`config.mk`:
```
export PLATFORM = sky130hd
export DESIGN_NAME = ecg_peak_detect
export DESIGN_NICKNAME = d
export VERILOG_FILES = /design/src/rtl/ecg_pkg.sv /design/src/rtl/ecg_thresh.sv /design/src/rtl/ecg_peak_fsm.sv /design/src/rtl/ecg_rr_count.sv /design/src/rtl/ecg_peak_detect.sv
export SDC_FILE = /design/constraint.sdc
export NUM_CORES = 1
export LEC_CHECK = 0
export BUFFER_PORTS_ARGS = -buffer_cell sky130_fd_sc_hd__buf_4
export CAP_MARGIN = 10
export CORE_MARGIN = 2
export CORE_UTILIZATION = 60
export DETAILED_ROUTE_END_ITERATION = 12
export PLACE_DENSITY = 0.8
export SLEW_MARGIN = 20
export SYNTH_ARGS = -nofsm -noshare
export SYNTH_HDL_FRONTEND = slang
export SYNTH_SLANG_ARGS = --single-unit
```
`constraint.sdc`:
```
create_clock -name clk_i -period 13.8 [get_ports clk_i]
set_input_delay 0 -clock clk_i [delete_from_list [all_inputs] [get_ports clk_i]]
set_output_delay 0 -clock clk_i [all_outputs]
set_load 0.02 [all_outputs]
```
`src/rtl/ecg_pkg.sv`:
```
package ecg_pkg;
  typedef enum logic {
    ST_SEEK   = 1'b0,
    ST_VERIFY = 1'b1
  } det_state_e;
endpackage

```
`src/rtl/ecg_thresh.sv`:
```
module ecg_thresh #(
  parameter int DATA_W    = 16,
  parameter int SETUP_CYC = 2000
) (
  input  logic              clk_i,
  input  logic              rst_ni,
  input  logic [DATA_W-1:0] sample_i,
  input  logic              upd_i,
  input  logic [DATA_W-1:0] peak_i,
  output logic              done_o,
  output logic [DATA_W-1:0] thr_o,
  output logic [DATA_W-1:0] min_o
);
  localparam int SW = $clog2(SETUP_CYC + 1);
  localparam logic [SW-1:0] SLAST = SW'(SETUP_CYC - 1);

  logic [DATA_W-1:0] max_q, min_q, thr_q;
  logic [DATA_W-1:0] max_n, min_n, seed;
  logic [SW-1:0]     scnt_q;
  logic              done_q;
  logic [DATA_W+1:0] upd_sum;

  always_comb begin
    max_n   = (sample_i > max_q) ? sample_i : max_q;
    min_n   = (sample_i < min_q) ? sample_i : min_q;
    seed    = min_n + ((max_n - min_n) >> 1);
    upd_sum = {2'b00, thr_q} + {2'b00, ((peak_i - min_q) >> 1)} + {2'b00, min_q};
  end

  always_ff @(posedge clk_i or negedge rst_ni) begin
    if (!rst_ni) begin
      max_q  <= '0;
      min_q  <= '1;
      thr_q  <= '0;
      scnt_q <= '0;
      done_q <= 1'b0;
    end else if (!done_q) begin
      max_q  <= max_n;
      min_q  <= min_n;
      scnt_q <= scnt_q + 1'b1;
      if (scnt_q == SLAST) begin
        done_q <= 1'b1;
        thr_q  <= seed;
      end
    end else if (upd_i) begin
      // sum < 2*peak, so the halved value fits DATA_W bits
      thr_q <= upd_sum[DATA_W:1];
    end
  end

  assign done_o = done_q;
  assign thr_o  = thr_q;
  assign min_o  = min_q;

  p_seed_range_r2: assert property (@(posedge clk_i) disable iff (!rst_ni)
    $rose(done_q) |-> (thr_q >= min_q && thr_q <= max_q));

  p_thr_hold_r6: assert property (@(posedge clk_i) disable iff (!rst_ni)
    (done_q && !upd_i) |=> $stable(thr_q));

  p_thr_below_peak_r6: assert property (@(posedge clk_i) disable iff (!rst_ni)
    (done_q && upd_i) |=> (thr_q < $past(peak_i)));
endmodule

```
`src/rtl/ecg_peak_fsm.sv`:
```
module ecg_peak_fsm
  import ecg_pkg::*;
#(
  parameter int DATA_W     = 16,
  parameter int VERIFY_CYC = 8
) (
  input  logic              clk_i,
  input  logic              rst_ni,
  input  logic [DATA_W-1:0] sample_i,
  input  logic [DATA_W-1:0] thr_i,
  input  logic              done_i,
  output logic              upd_o,
  output logic [DATA_W-1:0] cand_o,
  output logic              trig_o,
  output logic [DATA_W-1:0] peak_o
);
  localparam int VW = (VERIFY_CYC > 1) ? $clog2(VERIFY_CYC) : 1;
  localparam logic [VW-1:0] VLAST = VW'(VERIFY_CYC - 1);

  det_state_e        st_q;
  logic [DATA_W-1:0] cand_q, peak_q;
  logic [VW-1:0]     vcnt_q;
  logic              trig_q;
  logic              bigger, accept;

  always_comb begin
    bigger = sample_i > cand_q;
    accept = (st_q == ST_VERIFY) && !bigger && (vcnt_q == VLAST);
  end

  always_ff @(posedge clk_i or negedge rst_ni) begin
    if (!rst_ni) begin
      st_q   <= ST_SEEK;
      cand_q <= '0;
      peak_q <= '0;
      vcnt_q <= '0;
      trig_q <= 1'b0;
    end else begin
      trig_q <= 1'b0;
      unique case (st_q)
        ST_SEEK: begin
          if (done_i && sample_i > thr_i) begin
            st_q   <= ST_VERIFY;
            cand_q <= sample_i;
            vcnt_q <= '0;
          end
        end
        ST_VERIFY: begin
          if (bigger) begin
            cand_q <= sample_i;
            vcnt_q <= '0;
          end else if (accept) begin
            st_q   <= ST_SEEK;
            peak_q <= cand_q;
            trig_q <= 1'b1;
            vcnt_q <= '0;
          end else begin
            vcnt_q <= vcnt_q + 1'b1;
          end
        end
        default: st_q <= ST_SEEK;
      endcase
    end
  end

  assign upd_o  = accept;
  assign cand_o = cand_q;
  assign trig_o = trig_q;
  assign peak_o = peak_q;

  p_trig_pulse_r5: assert property (@(posedge clk_i) disable iff (!rst_ni)
    trig_q |=> !trig_q);

  p_trig_after_setup_r2: assert property (@(posedge clk_i) disable iff (!rst_ni)
    trig_q |-> done_i);

  p_trig_from_verify_r4: assert property (@(posedge clk_i) disable iff (!rst_ni)
    trig_q |-> (st_q == ST_SEEK && $past(st_q == ST_VERIFY)));

  p_peak_above_thr_r3: assert property (@(posedge clk_i) disable iff (!rst_ni)
    (st_q == ST_SEEK && $past(st_q == ST_SEEK) && !trig_q) |-> (cand_q == $past(cand_q)));
endmodule

```
`src/rtl/ecg_rr_count.sv`:
```
module ecg_rr_count #(
  parameter int CNT_W = 12
) (
  input  logic             clk_i,
  input  logic             rst_ni,
  input  logic             trig_i,
  output logic [CNT_W-1:0] interval_o,
  output logic             valid_o
);
  localparam logic [CNT_W-1:0] CMAX = '1;

  logic [CNT_W-1:0] cnt_q, ival_q;
  logic             armed_q, valid_q;

  always_ff @(posedge clk_i or negedge rst_ni) begin
    if (!rst_ni) begin
      cnt_q   <= '0;
      ival_q  <= '0;
      armed_q <= 1'b0;
      valid_q <= 1'b0;
    end else begin
      valid_q <= 1'b0;
      if (trig_i) begin
        cnt_q   <= CNT_W'(1);
        armed_q <= 1'b1;
        if (armed_q) begin
          ival_q  <= cnt_q;
          valid_q <= 1'b1;
        end
      end else if (cnt_q != CMAX) begin
        cnt_q <= cnt_q + 1'b1;
      end
    end
  end

  assign interval_o = ival_q;
  assign valid_o    = valid_q;

  p_ival_follows_trig_r7: assert property (@(posedge clk_i) disable iff (!rst_ni)
    valid_q |-> $past(trig_i));

  p_sat_hold_r8: assert property (@(posedge clk_i) disable iff (!rst_ni)
    (!trig_i && cnt_q == CMAX) |=> (cnt_q == CMAX));

  p_no_first_valid_r9: assert property (@(posedge clk_i) disable iff (!rst_ni)
    (trig_i && !armed_q) |=> !valid_q);
endmodule

```
`src/rtl/ecg_peak_detect.sv`:
```
module ecg_peak_detect #(
  parameter int DATA_W     = 16,
  parameter int CNT_W      = 12,
  parameter int SETUP_CYC  = 2000,
  parameter int VERIFY_CYC = 8
) (
  input  logic              clk_i,
  input  logic              rst_ni,
  input  logic [DATA_W-1:0] sample_i,
  output logic              trigger_o,
  output logic [DATA_W-1:0] peak_o,
  output logic [DATA_W-1:0] threshold_o,
  output logic [CNT_W-1:0]  interval_o,
  output logic              interval_valid_o
);
  logic              done, upd, trig;
  logic [DATA_W-1:0] thr, cand, min_v, peak;

  ecg_thresh #(.DATA_W(DATA_W), .SETUP_CYC(SETUP_CYC)) i_thresh (
    .clk_i    (clk_i),
    .rst_ni   (rst_ni),
    .sample_i (sample_i),
    .upd_i    (upd),
    .peak_i   (cand),
    .done_o   (done),
    .thr_o    (thr),
    .min_o    (min_v)
  );

  ecg_peak_fsm #(.DATA_W(DATA_W), .VERIFY_CYC(VERIFY_CYC)) i_fsm (
    .clk_i    (clk_i),
    .rst_ni   (rst_ni),
    .sample_i (sample_i),
    .thr_i    (thr),
    .done_i   (done),
    .upd_o    (upd),
    .cand_o   (cand),
    .trig_o   (trig),
    .peak_o   (peak)
  );

  ecg_rr_count #(.CNT_W(CNT_W)) i_rr (
    .clk_i      (clk_i),
    .rst_ni     (rst_ni),
    .trig_i     (trig),
    .interval_o (interval_o),
    .valid_o    (interval_valid_o)
  );

  assign trigger_o   = trig;
  assign peak_o      = peak;
  assign threshold_o = thr;

  p_min_below_thr_r6: assert property (@(posedge clk_i) disable iff (!rst_ni)
    done |-> (min_v <= thr));
endmodule

```
; ---- After elaboration in Yosys (flattened, before gate mapping)
; Cells that the tools add are included.
[op_classes]
add_sub_neg = 8
magnitude_cmp = 4
eq_ne = 6
mux = 25
bitwise = 2
n_reduce_logical = 10
[op_table]
columns = op, count
row1 = $mux 16, 7
row2 = $gt 16x16->1, 3
row3 = $pmux 16 s2, 1
row4 = $sub 16x16->16, 2
row5 = $mux 12, 2
row6 = $add 16x15->17, 1
row7 = $add 17x16->17, 1
row8 = $add 16x15->16, 1
row9 = $lt 16x16->1, 1
row10 = $add 12x1->12 const B, 1
row11 = $ne 12x12->1 const B, 1
row12 = $add 11x1->11 const B, 1
row13 = $eq 11x11->1 const B, 1
row14 = $mux 1, 10
row15 = $mux 3, 3
row16 = $pmux 3 s2, 1
row17 = $reduce_and 2->1, 3
row18 = $ne 2x1->1 const B, 2
row19 = $reduce_bool 2->1, 2
row20 = $add 3x1->3 const B, 1
row21 = $eq 3x3->1 const B, 1
row22 = $logic_and 1x1->1, 3
row23 = $reduce_and 3->1, 1
row24 = $ne 2x2->1 const B, 1
row25 = 3 further kinds, 4
[totals]
ff_bits = 123
input_bits = 18
output_inout_bits = 46
wordCells = 69

; ---- Longest topological paths before layout
[logic_depth]
ltp_word = 7
mapped_depth = 31
ltp_nobuf = 29

; ---- Modules after synthesis
; From an unflattened synthesis, not the netlist that was laid out.
[hier_totals]
hier_cells = 1110
hier_area_um2 = 10049.6
[modules_own_cells]
columns = mod, n_inst, cells_each, area_each_um2, seq_area_each_um2
row1 = ecg_thresh, 1, 814, 6608.8, 1521.5
row2 = ecg_peak_fsm, 1, 201, 2287.2, 925.9
row3 = ecg_rr_count, 1, 95, 1153.6, 650.6

; ---- Least setup slack after synthesis
; OpenSTA, ideal clock, no wires.
[synth_timing]
kind = flip-flop to flip-flop
from = register i_thresh.min_q[13] (netlist: i_thresh.min_o[13])
to = register i_thresh.thr_q[15] (netlist: i_thresh.thr_o[15])
setup_time_ns = 0.124
t_arrival_ns = 5.894
required_ns = 13.676
slack_ns = 7.782
stages_incl_launch_ff = 29
n_path_buf = 2
period_less_slack_ns = 6.018
path_cell_list = dfstp_2 inv_1 ha_1 a21o_1 a2111oi_4 o221ai_2 o221ai_2 clkbuf_1 clkbuf_1 o21ai_0 fa_1 nor2b_1 o21ai_0 a21boi_1 o21ai_0 a21boi_0 o21ai_0 a21boi_1 o21a_1 nor2_1 xnor2_1 ha_1 or3_1 o211ai_1 o21ai_0 a31oi_1 xnor2_1 nor3_1 a211o_1
[synth_between]
elab_chain_len = 6
word_cells_on_any_way = 10
classes_between = 5 x add/sub / 1 x order compare / 4 x mux
[synth_rtl]
columns = item, line_no
row1 = "start, declared", ecg_thresh.sv:17  ; logic [DATA_W-1:0] max_q, min_q, thr_q;
row2 = "start signal, assigned", ecg_thresh.sv:39  ; min_q <= min_n;
row3 = $lt 16x16->1 *, ecg_thresh.sv:25  ; min_n = (sample_i < min_q) ? sample_i : min_q;
row4 = $mux 16 *, ecg_thresh.sv:25
row5 = named net i_thresh.min_n[1], ecg_thresh.sv:18  ; logic [DATA_W-1:0] max_n, min_n, seed;
row6 = $sub 16x16->16, ecg_thresh.sv:26  ; seed = min_n + ((max_n - min_n) >> 1);
row7 = $add 16x15->16 *, ecg_thresh.sv:26
row8 = $mux 16 *, ecg_thresh.sv:41  ; if (scnt_q == SLAST) begin
row9 = $mux 16 *, ecg_thresh.sv:37  ; end else if (!done_q) begin
row10 = "end signal, assigned", ecg_thresh.sv:47  ; thr_q <= upd_sum[DATA_W:1];
row11 = "end, declared", ecg_thresh.sv:17
; Mark *: on every way through the listed nets, which the timed path passes. The rest lies on a longest branch. The select of a mux whose other input is x is not followed.
; A chain may end at the register's enable or synchronous reset.

; ---- Worst setup path after layout
[layout_timing]
from = register i_thresh.min_q[1] (netlist: i_thresh.min_o[1])
to = register i_thresh.thr_q[15] (netlist: i_thresh.thr_o[15])
[layout_between]
elab_chain_len = 6
word_cells_on_any_way = 10
classes_between = 5 x add/sub / 1 x order compare / 4 x mux
[layout_rtl]
columns = item, line_no
row1 = $lt 16x16->1, ecg_thresh.sv:25
row2 = $mux 16 *, ecg_thresh.sv:25
row3 = named net i_thresh.min_n[1], ecg_thresh.sv:18
row4 = $sub 16x16->16, ecg_thresh.sv:26
row5 = $add 16x15->16 *, ecg_thresh.sv:26
row6 = $mux 16 *, ecg_thresh.sv:41
row7 = $mux 16 *, ecg_thresh.sv:37
; Marks and branches as above.

==> flow_summary.html <==
<table>
<tr><th>Metric</th><th>Value</th></tr>
<tr><th colspan="2">Synth</th></tr>
<tr><td>Share of the yosys chip area belonging to registers</td><td>a little under a third</td></tr>
<tr><td>Combined area of all synthesized cells</td><td>around 9700 sq um</td></tr>
<tr><td>Count of flip-flops with a built-in enable after synthesis</td><td>0</td></tr>
<tr><td>Instance count of the mapped netlist</td><td>~1100</td></tr>
<tr><td>Post-synth cell types</td><td>59</td></tr>
<tr><td>Total of flip-flops plus latches after synthesis</td><td>between 100 and 150</td></tr>
<tr><td>Most instantiated flip-flop cell in the synthesis netlist</td><td>sky130_fd_sc_hd__dfrtp_1</td></tr>
<tr><td>Average size of a mapped cell</td><td>between 8 and 9 sq um</td></tr>
<tr><td>Number of warning messages in the yosys log</td><td>0</td></tr>
<tr><td>Synthesized netlist net count</td><td>1280</td></tr>
<tr><td>Async SR Flop Fraction</td><td>100%</td></tr>
<tr><th colspan="2">Clocking</th></tr>
<tr><td>Count of hold buffers inserted by post-cts repair</td><td>17</td></tr>
<tr><td>Master cell of the clock root buffer</td><td>sky130_fd_sc_hd__clkbuf_16</td></tr>
<tr><td>Buffers from clock root to sink, at most</td><td>2</td></tr>
<tr><td>Clock edge transition at the registers on the reported setup and hold paths</td><td>~60 ps</td></tr>
<tr><td>Post-CTS Setup Repair Bufs</td><td>0</td></tr>
<tr><td>TritonCTS clock tree</td><td>yes</td></tr>
<tr><td>Clk_lat worst skew</td><td>430 ps</td></tr>
<tr><td>TritonCTS buffer count</td><td>17</td></tr>
<tr><td>Clock Sink Count</td><td>123</td></tr>
<tr><td>Post-cts sizing count</td><td>0</td></tr>
<tr><td>H-tree levels</td><td>4</td></tr>
<tr><th colspan="2">Final layout</th></tr>
<tr><td>Area of combinational cells with multiple inputs</td><td>around 6000 sq um</td></tr>
<tr><td>Inserted Diodes</td><td>0</td></tr>
<tr><td>Leading cell types in the layout, fill and taps excluded</td><td>133 x sky130_fd_sc_hd__inv_1, 127 x sky130_fd_sc_hd__ha_1, 106 x sky130_fd_sc_hd__dfrtp_1, 94 x sky130_fd_sc_hd__o21ai_0, 90 x sky130_fd_sc_hd__nand2_1</td></tr>
<tr><td>Number of nets in the layout</td><td>1358</td></tr>
<tr><td>Signed area change from the synthesized netlist to the final layout</td><td>14.9%</td></tr>
<tr><td>Ratio of cells with drive above 1 in the final layout</td><td>around an eighth</td></tr>
<tr><td>Reg area</td><td>between 3000 and 4000 sq um</td></tr>
<tr><td>Number of filler cells placed in the layout</td><td>approximately 1200</td></tr>
<tr><td>Most common library cell in the layout ignoring fill and taps</td><td>sky130_fd_sc_hd__inv_1</td></tr>
<tr><th colspan="2">Setup path</th></tr>
<tr><td>Critical Path AT</td><td>7090 ps</td></tr>
<tr><td>Slowest CP cell</td><td>sky130_fd_sc_hd__o21ai_0</td></tr>
<tr><td>Crit-path max cell delay</td><td>710 ps</td></tr>
<tr><td>Start-to-end type of the worst setup path</td><td>reg2reg</td></tr>
<tr><td>Critical Path Source Type</td><td>register</td></tr>
<tr><td>Count of buffering cells on the critical path with inverters included</td><td>3</td></tr>
<tr><td>Crit. End Element</td><td>register</td></tr>
<tr><td>Worst-path maximum fanout</td><td>19</td></tr>
<tr><td>Crit-path leading delay family</td><td>compound AO/OA/AOI/OAI gates</td></tr>
<tr><td>Required time worst endpoint</td><td>about 14000 ps</td></tr>
<tr><th colspan="2">Routing</th></tr>
<tr><td>Number of iterations in the first detailed-routing pass</td><td>5</td></tr>
<tr><td>Post-DRT Antenna Nets</td><td>0</td></tr>
<tr><td>Average wire per standard cell</td><td>16.5 microns</td></tr>
<tr><td>Detailed router's first-iteration violation count</td><td>slightly below 600</td></tr>
<tr><td>Count of vias placed by the detailed router</td><td>around 8300</td></tr>
<tr><td>Wirelength, routed</td><td>23500 microns</td></tr>
<tr><td>Vias per cell</td><td>approximately 5.8</td></tr>
<tr><td>Detailed-route DRC error count</td><td>0</td></tr>
<tr><th colspan="2">Place</th></tr>
<tr><td>Final estimated routing congestion in global placement</td><td>approximately 0.92</td></tr>
<tr><td>Post-detailed-placement half-perimeter wirelength</td><td>between 15000 and 20000 microns</td></tr>
<tr><td>Setup slack after placement</td><td>7080 ps</td></tr>
<tr><td>PortBufs</td><td>63</td></tr>
<tr><th colspan="2">Min path</th></tr>
<tr><td>Hold/Removal Path Class</td><td>in2async</td></tr>
<tr><th colspan="2">GRT</th></tr>
<tr><td>Overall track demand over capacity in global routing</td><td>approximately 29%</td></tr>
<tr><td>Number of global-route vias before repair</td><td>8049</td></tr>
<tr><td>Number of antenna violations at the first check in global routing</td><td>0</td></tr>
<tr><td>Wire length of the first global-routing pass</td><td>slightly below 40000 microns</td></tr>
<tr><td>Met2 demand-to-capacity share in global routing</td><td>between 40 and 50%</td></tr>
<tr><td>Maximum number of pins on one net before global-route repair</td><td>79</td></tr>
<tr><td>Global-route met1 utilization</td><td>39.5%</td></tr>
<tr><td>Remaining global-route overflow</td><td>0</td></tr>
<tr><td>GR met3 Demand/Resource</td><td>approximately 6.4%</td></tr>
<tr><td>Most congested layer reported by global routing</td><td>met2</td></tr>
<tr><th colspan="2">Timing</th></tr>
<tr><td>Final WS setup</td><td>around 7000 ps</td></tr>
<tr><td>Final-layout setup total negative slack</td><td>0 ps</td></tr>
<tr><td>Post-route minimum period</td><td>around 6800 ps</td></tr>
<tr><td>Final period util</td><td>about half</td></tr>
<tr><td>Max-slew violations</td><td>0</td></tr>
<tr><td>Setup clock skew after layout</td><td>between 9 and 10 ps</td></tr>
<tr><td>Maximum clock rate</td><td>between 0.1 and 0.15 GHz</td></tr>
<tr><td>Hold Vio Cnt, Final</td><td>0</td></tr>
<tr><td>Transition time at the pin with the least slew margin</td><td>891 ps</td></tr>
<tr><td>Unrepaired setup endpoints after global routing</td><td>no</td></tr>
<tr><td>Remaining max-slew budget at the tightest pin</td><td>roughly two fifths</td></tr>
<tr><td>Setup-violating endpoint count in the final report</td><td>0</td></tr>
<tr><th colspan="2">Floorplanning</th></tr>
<tr><td>Initial cell density of the core</td><td>slightly above 60%</td></tr>
<tr><td>Row count</td><td>between 40 and 50</td></tr>
<tr><td>Overall die height</td><td>~130 microns</td></tr>
<tr><td>Floorplan core area</td><td>~16000 sq um</td></tr>
<tr><td>Total Die Area</td><td>approximately 17000 sq um</td></tr>
<tr><td>IO Count</td><td>between 60 and 70</td></tr>
<tr><td>Overall die width</td><td>around 130 microns</td></tr>
<tr><th colspan="2">Run status</th></tr>
<tr><td>Status</td><td>finished, final reports clean</td></tr>
<tr><th colspan="2">Job</th></tr>
<tr><td>Max-cap violations</td><td>0</td></tr>
</table>
[cells in the mapped netlist (4+ instances only)]
cell type / n / area [sq um]
sky130_fd_sc_hd__fa_1: 18 / 360
sky130_fd_sc_hd__a21o_1: 31 / 233
sky130_fd_sc_hd__nor2b_1: 15 / 93.8
sky130_fd_sc_hd__nor2_1: 83 / 312
sky130_fd_sc_hd__o21a_1: 12 / 90.1
sky130_fd_sc_hd__dfrtp_1: 107 / 2680
sky130_fd_sc_hd__a21boi_1: 4 / 30.0
sky130_fd_sc_hd__nand2_1: 90 / 338
sky130_fd_sc_hd__mux2_2: 17 / 191
sky130_fd_sc_hd__nand4_1: 12 / 75.1
sky130_fd_sc_hd__and2_1: 7 / 43.8
sky130_fd_sc_hd__and3_1: 13 / 81.3
sky130_fd_sc_hd__nor3b_1: 4 / 30.0
sky130_fd_sc_hd__nand2b_1: 5 / 31.3
sky130_fd_sc_hd__clkbuf_1: 26 / 97.6
sky130_fd_sc_hd__o21bai_1: 10 / 75.1
sky130_fd_sc_hd__or2_2: 4 / 25.0
sky130_fd_sc_hd__inv_1: 133 / 499
sky130_fd_sc_hd__nor3_1: 22 / 110
sky130_fd_sc_hd__ha_1: 127 / 1590
sky130_fd_sc_hd__xor2_1: 28 / 245
sky130_fd_sc_hd__or3_1: 11 / 68.8
sky130_fd_sc_hd__nand3_1: 38 / 190
sky130_fd_sc_hd__xnor2_1: 33 / 289
sky130_fd_sc_hd__a31oi_1: 16 / 100
sky130_fd_sc_hd__o21ai_0: 94 / 470
sky130_fd_sc_hd__mux2i_1: 5 / 50.1
sky130_fd_sc_hd__a211oi_1: 9 / 67.6
sky130_fd_sc_hd__dfstp_2: 16 / 420
sky130_fd_sc_hd__a21oi_1: 80 / 400
sky130_fd_sc_hd__o31ai_1: 4 / 30.0
[final timing paths]
check                           cells after the start                  to              start  slack, ps
worst max-delay path                               26  i_thresh.thr_o[15]  i_thresh.min_o[1]       7030
worst min-delay path                                2        i_rr.valid_o             rst_ni        170
worst max register to register                     26  i_thresh.thr_o[15]  i_thresh.min_o[1]       7030
worst min register to register                      1        i_rr.armed_q       i_rr.armed_q        470
max in group asynchronous                           3     i_thresh.done_o             rst_ni      12490
min in group clk_i                                  3   i_thresh.max_q[0]        sample_i[0]        450
[routing by layer]
metal	up-vias	share of wire, %
li1	4040	-
met1	3955	45
met2	230	46
met3	36	6.1
met4	0	2.1
met5	-	0
[kinds of logic (layout without fill, tap and decap cells)]
family / count (synthesis) / count (layout) / share of synthesized area, %
AOI/OAI and AO/OA: 287 / 287 / 18.1
xor gates and xnor gates: 61 / 61 / 5.52
adders and majority gates: 145 / 145 / 20.1
buffers and inverters: 162 / 253 / 6.28
DFF: 123 / 123 / 32.0
muxes: 22 / 22 / 2.49
and+or+nand+nor: 317 / 317 / 15.5
[worst reg2reg max path: stages, from the launching register on]
cell,delay [ps]
sky130_fd_sc_hd__dfstp_2,510
sky130_fd_sc_hd__inv_1,120
sky130_fd_sc_hd__ha_1,320
sky130_fd_sc_hd__o21ai_0,110
sky130_fd_sc_hd__o21ai_1,170
sky130_fd_sc_hd__nor4b_1,400
sky130_fd_sc_hd__o221ai_2,330
sky130_fd_sc_hd__buf_4,280
sky130_fd_sc_hd__o21ai_0,720
sky130_fd_sc_hd__inv_1,120
sky130_fd_sc_hd__ha_1,250
sky130_fd_sc_hd__or4_1,500
sky130_fd_sc_hd__a21o_1,180
sky130_fd_sc_hd__or3_1,330
sky130_fd_sc_hd__nand3_1,100
sky130_fd_sc_hd__nand2_1,60
sky130_fd_sc_hd__a21oi_1,170
sky130_fd_sc_hd__xnor2_1,80
sky130_fd_sc_hd__ha_1,350
sky130_fd_sc_hd__nand3_1,90
sky130_fd_sc_hd__o31ai_1,320
sky130_fd_sc_hd__o211ai_1,190
sky130_fd_sc_hd__o21ai_0,330
sky130_fd_sc_hd__a31oi_1,150
sky130_fd_sc_hd__xnor2_1,160
sky130_fd_sc_hd__nor3_1,60
sky130_fd_sc_hd__a211o_1,250
[final cells by class]
type,instances,share of cell area (%)
Clock buffer,19,3.89
Clock inverter,13,1.28
Inverter,134,4.52
Multi-Input combinational cell,832,53.8
Sequential cell,123,27.8
Tap cell,216,2.43
Timing Repair Buffer,87,6.28
[per-stage QoR]
stage / hold WS [ps] / util, % / cell area [sq um] / std cells
4_1_cts: 305 / 70.3 / 11100 / 1424
6_report: 175 / 70.3 / 11100 / 1424
3_3_place_gp: 212 / 65.6 / 10400 / 1375
5_1_grt: 270 / 70.3 / 11100 / 1424
2_1_floorplan: -296 / - / 9690 / 1117
3_5_place_dp: 220 / 65.6 / 10400 / 1375
[state kept, by name, indices dropped and copies added (netlist names)]
register and cells:
i_rr.armed_q 1, i_fsm.cand_o 16, i_rr.valid_o 1, i_fsm.st_q 1
i_thresh.done_o 1, i_rr.cnt_q 12, i_thresh.scnt_q 11, i_fsm.peak_o 16
i_rr.interval_o 12, i_thresh.max_q 16, i_fsm.trig_o 1, i_fsm.vcnt_q 3
i_thresh.thr_o 16, i_thresh.min_o 16
Power is not shown: default switching activity piles up to over one toggle a cycle in this logic, so the estimate is an artifact.
